### src/rtl/lsu_pkg.sv
package lsu_pkg;
  typedef enum logic [1:0] {
    SZ_BYTE = 2'b00,
    SZ_HALF = 2'b01,
    SZ_WORD = 2'b10,
    SZ_BAD  = 2'b11
  } acc_size_e;
endpackage

### src/rtl/lsu_align_check.sv
module lsu_align_check
  import lsu_pkg::*;
#(
  parameter int unsigned OFS_W = 2
) (
  input  acc_size_e        size,
  input  logic [OFS_W-1:0] ofs,
  output logic             misaligned
);
  always_comb begin
    case (size)
      SZ_BYTE: misaligned = 1'b0;
      SZ_HALF: misaligned = ofs[0];
      SZ_WORD: misaligned = |ofs;
      default: misaligned = 1'b1;
    endcase
  end
endmodule

### src/rtl/lsu_store_lanes.sv
module lsu_store_lanes
  import lsu_pkg::*;
#(
  parameter int unsigned DATA_W = 32,
  parameter int unsigned NB     = DATA_W / 8,
  parameter int unsigned OFS_W  = $clog2(NB)
) (
  input  acc_size_e         size,
  input  logic [OFS_W-1:0]  ofs,
  input  logic [DATA_W-1:0] src,
  output logic [NB-1:0]     lane_en,
  output logic [DATA_W-1:0] lane_data
);
  for (genvar i = 0; i < NB; i++) begin : g_lane
    localparam int unsigned HALF_IDX = i / 2;
    localparam int unsigned IN_HALF  = i % 2;
    always_comb begin
      case (size)
        SZ_BYTE: begin
          lane_en[i]        = (ofs == OFS_W'(i));
          lane_data[i*8+:8] = src[7:0];
        end
        SZ_HALF: begin
          lane_en[i]        = (ofs[OFS_W-1:1] == (OFS_W-1)'(HALF_IDX));
          lane_data[i*8+:8] = src[IN_HALF*8+:8];
        end
        SZ_WORD: begin
          lane_en[i]        = 1'b1;
          lane_data[i*8+:8] = src[i*8+:8];
        end
        default: begin
          lane_en[i]        = 1'b0;
          lane_data[i*8+:8] = 8'h00;
        end
      endcase
    end
  end
endmodule

### src/rtl/lsu_load_extract.sv
module lsu_load_extract
  import lsu_pkg::*;
#(
  parameter int unsigned DATA_W = 32,
  parameter int unsigned NB     = DATA_W / 8,
  parameter int unsigned OFS_W  = $clog2(NB)
) (
  input  acc_size_e         size,
  input  logic [OFS_W-1:0]  ofs,
  input  logic              sign_ext,
  input  logic [DATA_W-1:0] word,
  output logic [DATA_W-1:0] result
);
  logic [DATA_W-1:0] shifted;
  logic [7:0]        sel_b;
  logic [15:0]       sel_h;

  assign shifted = word >> {ofs, 3'b000};
  assign sel_b   = shifted[7:0];
  assign sel_h   = shifted[15:0];

  always_comb begin
    case (size)
      SZ_BYTE: result = {{(DATA_W-8){sign_ext & sel_b[7]}}, sel_b};
      SZ_HALF: result = {{(DATA_W-16){sign_ext & sel_h[15]}}, sel_h};
      default: result = word;
    endcase
  end
endmodule

### src/rtl/byte_lsu_adapter.sv
module byte_lsu_adapter
  import lsu_pkg::*;
#(
  parameter int unsigned ADDR_W = 32,
  parameter int unsigned DATA_W = 32,
  parameter int unsigned WA_W   = ADDR_W - $clog2(DATA_W / 8)
) (
  input  logic              clk,
  input  logic              rst_n,
  input  logic              req_valid,
  output logic              req_ready,
  input  logic [ADDR_W-1:0] req_addr,
  input  logic              req_write,
  input  logic [1:0]        req_size,
  input  logic              req_signed,
  input  logic [DATA_W-1:0] req_wdata,
  output logic              rsp_valid,
  input  logic              rsp_ready,
  output logic [DATA_W-1:0] rsp_rdata,
  output logic              rsp_err,
  output logic              mem_req,
  output logic [WA_W-1:0]   mem_addr,
  output logic              mem_we,
  output logic [DATA_W/8-1:0] mem_be,
  output logic [DATA_W-1:0] mem_wdata,
  input  logic [DATA_W-1:0] mem_rdata
);
  localparam int unsigned NB    = DATA_W / 8;
  localparam int unsigned OFS_W = $clog2(NB);

  acc_size_e         size_in;
  logic [OFS_W-1:0]  ofs_in;
  logic              bad_in;
  logic              accept;

  logic              pend_q;
  logic              live_q;
  logic              wr_q;
  logic              err_q;
  logic              sgn_q;
  acc_size_e         size_q;
  logic [OFS_W-1:0]  ofs_q;
  logic [DATA_W-1:0] hold_q;
  logic [DATA_W-1:0] aligned;

  assign size_in = acc_size_e'(req_size);
  assign ofs_in  = req_addr[OFS_W-1:0];

  lsu_align_check #(.OFS_W(OFS_W)) u_align (
    .size       (size_in),
    .ofs        (ofs_in),
    .misaligned (bad_in)
  );

  lsu_store_lanes #(.DATA_W(DATA_W)) u_lanes (
    .size      (size_in),
    .ofs       (ofs_in),
    .src       (req_wdata),
    .lane_en   (mem_be),
    .lane_data (mem_wdata)
  );

  lsu_load_extract #(.DATA_W(DATA_W)) u_extract (
    .size     (size_q),
    .ofs      (ofs_q),
    .sign_ext (sgn_q),
    .word     (mem_rdata),
    .result   (aligned)
  );

  assign req_ready = !pend_q || rsp_ready;
  assign accept    = req_valid && req_ready;

  assign mem_req   = accept && !bad_in;
  assign mem_addr  = req_addr[ADDR_W-1:OFS_W];
  assign mem_we    = req_write;

  always_ff @(posedge clk) begin
    if (!rst_n) begin
      pend_q <= 1'b0;
      live_q <= 1'b0;
      wr_q   <= 1'b0;
      err_q  <= 1'b0;
      sgn_q  <= 1'b0;
      size_q <= SZ_BYTE;
      ofs_q  <= '0;
      hold_q <= '0;
    end else if (accept) begin
      pend_q <= 1'b1;
      live_q <= 1'b1;
      wr_q   <= req_write;
      err_q  <= bad_in;
      sgn_q  <= req_signed;
      size_q <= size_in;
      ofs_q  <= ofs_in;
    end else if (pend_q && rsp_ready) begin
      pend_q <= 1'b0;
      live_q <= 1'b0;
    end else if (pend_q && live_q) begin
      hold_q <= aligned;
      live_q <= 1'b0;
    end
  end

  assign rsp_valid = pend_q;
  assign rsp_err   = pend_q && err_q;

  always_comb begin
    if (!pend_q || wr_q || err_q) rsp_rdata = '0;
    else if (live_q)              rsp_rdata = aligned;
    else                          rsp_rdata = hold_q;
  end
endmodule

### config.mk
export PLATFORM = sky130hd
export DESIGN_NAME = byte_lsu_adapter
export DESIGN_NICKNAME = d
export VERILOG_FILES = /design/src/rtl/lsu_pkg.sv /design/src/rtl/lsu_align_check.sv /design/src/rtl/lsu_store_lanes.sv /design/src/rtl/lsu_load_extract.sv /design/src/rtl/byte_lsu_adapter.sv
export SDC_FILE = /design/constraint.sdc
export NUM_CORES = 1
export LEC_CHECK = 0
export ABC_AREA = 1
export BUFFER_PORTS_ARGS = -buffer_cell sky130_fd_sc_hd__buf_2
export CAP_MARGIN = 20
export CORE_AREA = 2 2 90 100
export DETAILED_ROUTE_END_ITERATION = 10
export DIE_AREA = 0 0 92 102
export PLACE_DENSITY = 0.84
export SLEW_MARGIN = 15
export SYNTH_ARGS = -nofsm -noshare
export SYNTH_HDL_FRONTEND = slang
export SYNTH_SLANG_ARGS = --single-unit
export TNS_END_PERCENT = 50
### constraint.sdc
create_clock -name clk -period 1.58 [get_ports clk]
set_input_delay 0.237 -clock clk [delete_from_list [all_inputs] [get_ports clk]]
set_output_delay 0.237 -clock clk [all_outputs]
set_load 0.02 [all_outputs]
==> run metrics <==
Worst EP required=1.34 ns; fillers=718; slowest stage delay, CP=0.37 ns; DP Wirelength=9910 um; Max Root-Sink Buffers=2; CTS root buffer=clkbuf_8; worst path buffer plus inverter count=2; Yosys warning count=0; Power Density=647 nW/um2; Mapped Cells=670; starting density of the core=0.453; crit path max fanout=8; ANT nets after route=0; ranking of synthesized cells by area=dfxtp_1 (22%), nand2_1 (15%), nor2_1 (11%); Clock Skew=0.0147 ns; CP startpoint kind=flip-flop; Hold Path Class=in2reg; DRT Wirelength=14900 um; first-pass GRT wire length=21400 um; GP Congestion=0.986; EDFF count, synth=0; crit path cell chain=buf_12 -> nor2_4 -> nand2_2 -> nand2_4 -> nand3_4 -> nand3_4 -> nor2_2 -> nor2_2 -> buf_6; Layout area overhead=41.7%; critical path arrival=1.89 ns; Syn Nets=778; fmax=0.470 GHz; 1st-pass router iterations=6; register bit total from synthesis=41; Crit Path Category=reg2out; fin worst setup slack=-0.547 ns; hold buffer count at CTS=0; Initial DRC Count=591; gr ovfl total=0; RSZ-0062 raised after global routing=yes; number of global-route vias before repair=4540; VDD IR-drop max=0.387 mV; top_reg_cell synth=dfxtp_1; number of distinct library cells after synthesis=29; Die Y=102 um; H-tree depth=2; CP top delay family=simple AND/OR/NAND/NOR gates; Final Slew Violations=0; Synth top area share=0.218; failing checks=negative setup slack; Mapped Avg Cell Area=5.63 um2; gr usage total=0.284; nets=923; CTS tree=built; max_cap viols=0; Tmin final=2.13 ns; Final Cycle Share=1.35; sequential area share after synthesis=0.218; Synth area leader=dfxtp_1; detailed-route via count=5112; largest net degree at the start of global routing=34; Worst-Margin Slew=0.615 ns; Synth top cells by count=nand2_1 (152), nor2_1 (106), inv_1 (92); core area=8320 um2; Ports=207; port buffer count=146; clock sink total=41; Cell Rows=35; Crit-path slowest cell=dfxtp_4; final setup vio count=33; endpoints failing hold=0; Pleak=0.00299 uW; Worst-path clk slew=0.08 ns; Die Area=9380 um2; routed vias/inst=5.50; status=complete, but fails checks; routed length per instance=16.0 um; pre-CTS setup slack=-0.172 ns; count leader, synth=nand2_1; initial antenna violation count=1; Clock Latency Late Sink=0.31 ns; die width=92 um; kind of end point of the critical path=output port; CTS Buf Count=5; layout cells sized above 1=0.362; synthesized area=3770 um2; async set or reset register ratio after synthesis=0; Slew headroom=0.589; Tot Pwr=3460 uW; drt drc=0
[stage by stage]
stage / utilization / setup TNS, ns / area, um2 / std cells / hold WS, ns
3_5_place_dp: 0.562 / -3.11 / 4680 / 903 / 0.474
4_1_cts: 0.616 / -12.34 / 5120 / 919 / 0.195
2_1_floorplan: - / -0.300 / 3830 / 670 / 0.375
6_report: 0.642 / -14.12 / 5350 / 930 / 0.189
3_3_place_gp: 0.562 / -2.71 / 4680 / 903 / 0.474
5_1_grt: 0.642 / -16.47 / 5340 / 927 / 0.256
[registers in the layout, indices dropped and copies added (netlist names)]
| signal | cells |
|---|---|
| err_q | 1 |
| hold_q | 32 |
| live_q | 1 |
| ofs_q | 2 |
| rsp_valid | 1 |
| sgn_q | 1 |
| size_q | 2 |
| wr_q | 1 |
[layer usage]
metal	wire length, um	track usage
met1	5240	0.351
met2	6970	0.483
met3	1730	0.0376
met4	958	0.154
met5	0	0
[cells in the final DEF (no fill, tap or decap), types with 5 or more instances in the layout]
cell type / Yosys / routed
nand3_4: 2 / 12
o21ai_0: 50 / 46
nor2_2: 0 / 22
buf_4: 35 / 60
o22ai_1: 7 / 6
buf_12: 0 / 8
dfxtp_1: 41 / 37
clkbuf_8: 0 / 5
nor2_1: 106 / 83
buf_2: 11 / 118
inv_2: 3 / 6
nand3_2: 10 / 14
nand3_1: 53 / 40
a21oi_1: 58 / 57
nand2_1: 152 / 147
inv_1: 92 / 88
buf_6: 4 / 20
[worst paths after layout]
check / start / slack (ns) / depth (start not counted) / end
worst min register to register: hold_q[28] / 0.53 / 2 / hold_q[28]
worst max-delay path: ofs_q[0] / -0.55 / 9 / rsp_rdata[19]
worst min-delay path: req_signed / 0.19 / 3 / sgn_q
worst max register to register: ofs_q[0] / -0.04 / 9 / hold_q[20]
[cells by family after synthesis]
| family | after synthesis | share of synthesized area |
|---|---|---|
| buffers and inverters | 168 | 0.214 |
| and+or+nand+nor | 332 | 0.381 |
| DFF | 41 | 0.218 |
| AOI/OAI and AO/OA | 125 | 0.174 |
| adders and majority gates | 4 | 0.0133 |
[power breakdown]
group	total [uW]	internal, uW	switching (uW)
combinational	1500	607	897
clock	846	460	386
sequential	1110	1080	34.0
[final cells by class]
type,count,area [um2],area share
Multi-Input combinational cell,462,2430,0.454
Timing Repair Buffer,207,1460,0.273
Sequential cell,41,828,0.155
Inverter,98,377,0.0705
Tap cell,111,139,0.0260
Clock buffer,5,68.8,0.0129
Clock inverter,2,35.0,0.00655
Antenna cell,4,10.0,0.00187
[timing repair]
action / 4_1_cts / 5_1_grt
endpoints found under the setup margin: 34 / 66
gates resized for setup: 64 / 49
setup buffers: 6 / 8
cloned: 3 / 0
pin swaps: 8 / 17
[tightest hold or removal path: cells and delay by family]
kind	cells	cell delay (ns)
AND/OR/NAND/NOR	1	0.08
buffers and inverters	1	0.07
AO/OA/AOI/OAI	1	0.07
(Power assumes the default switching activity.)
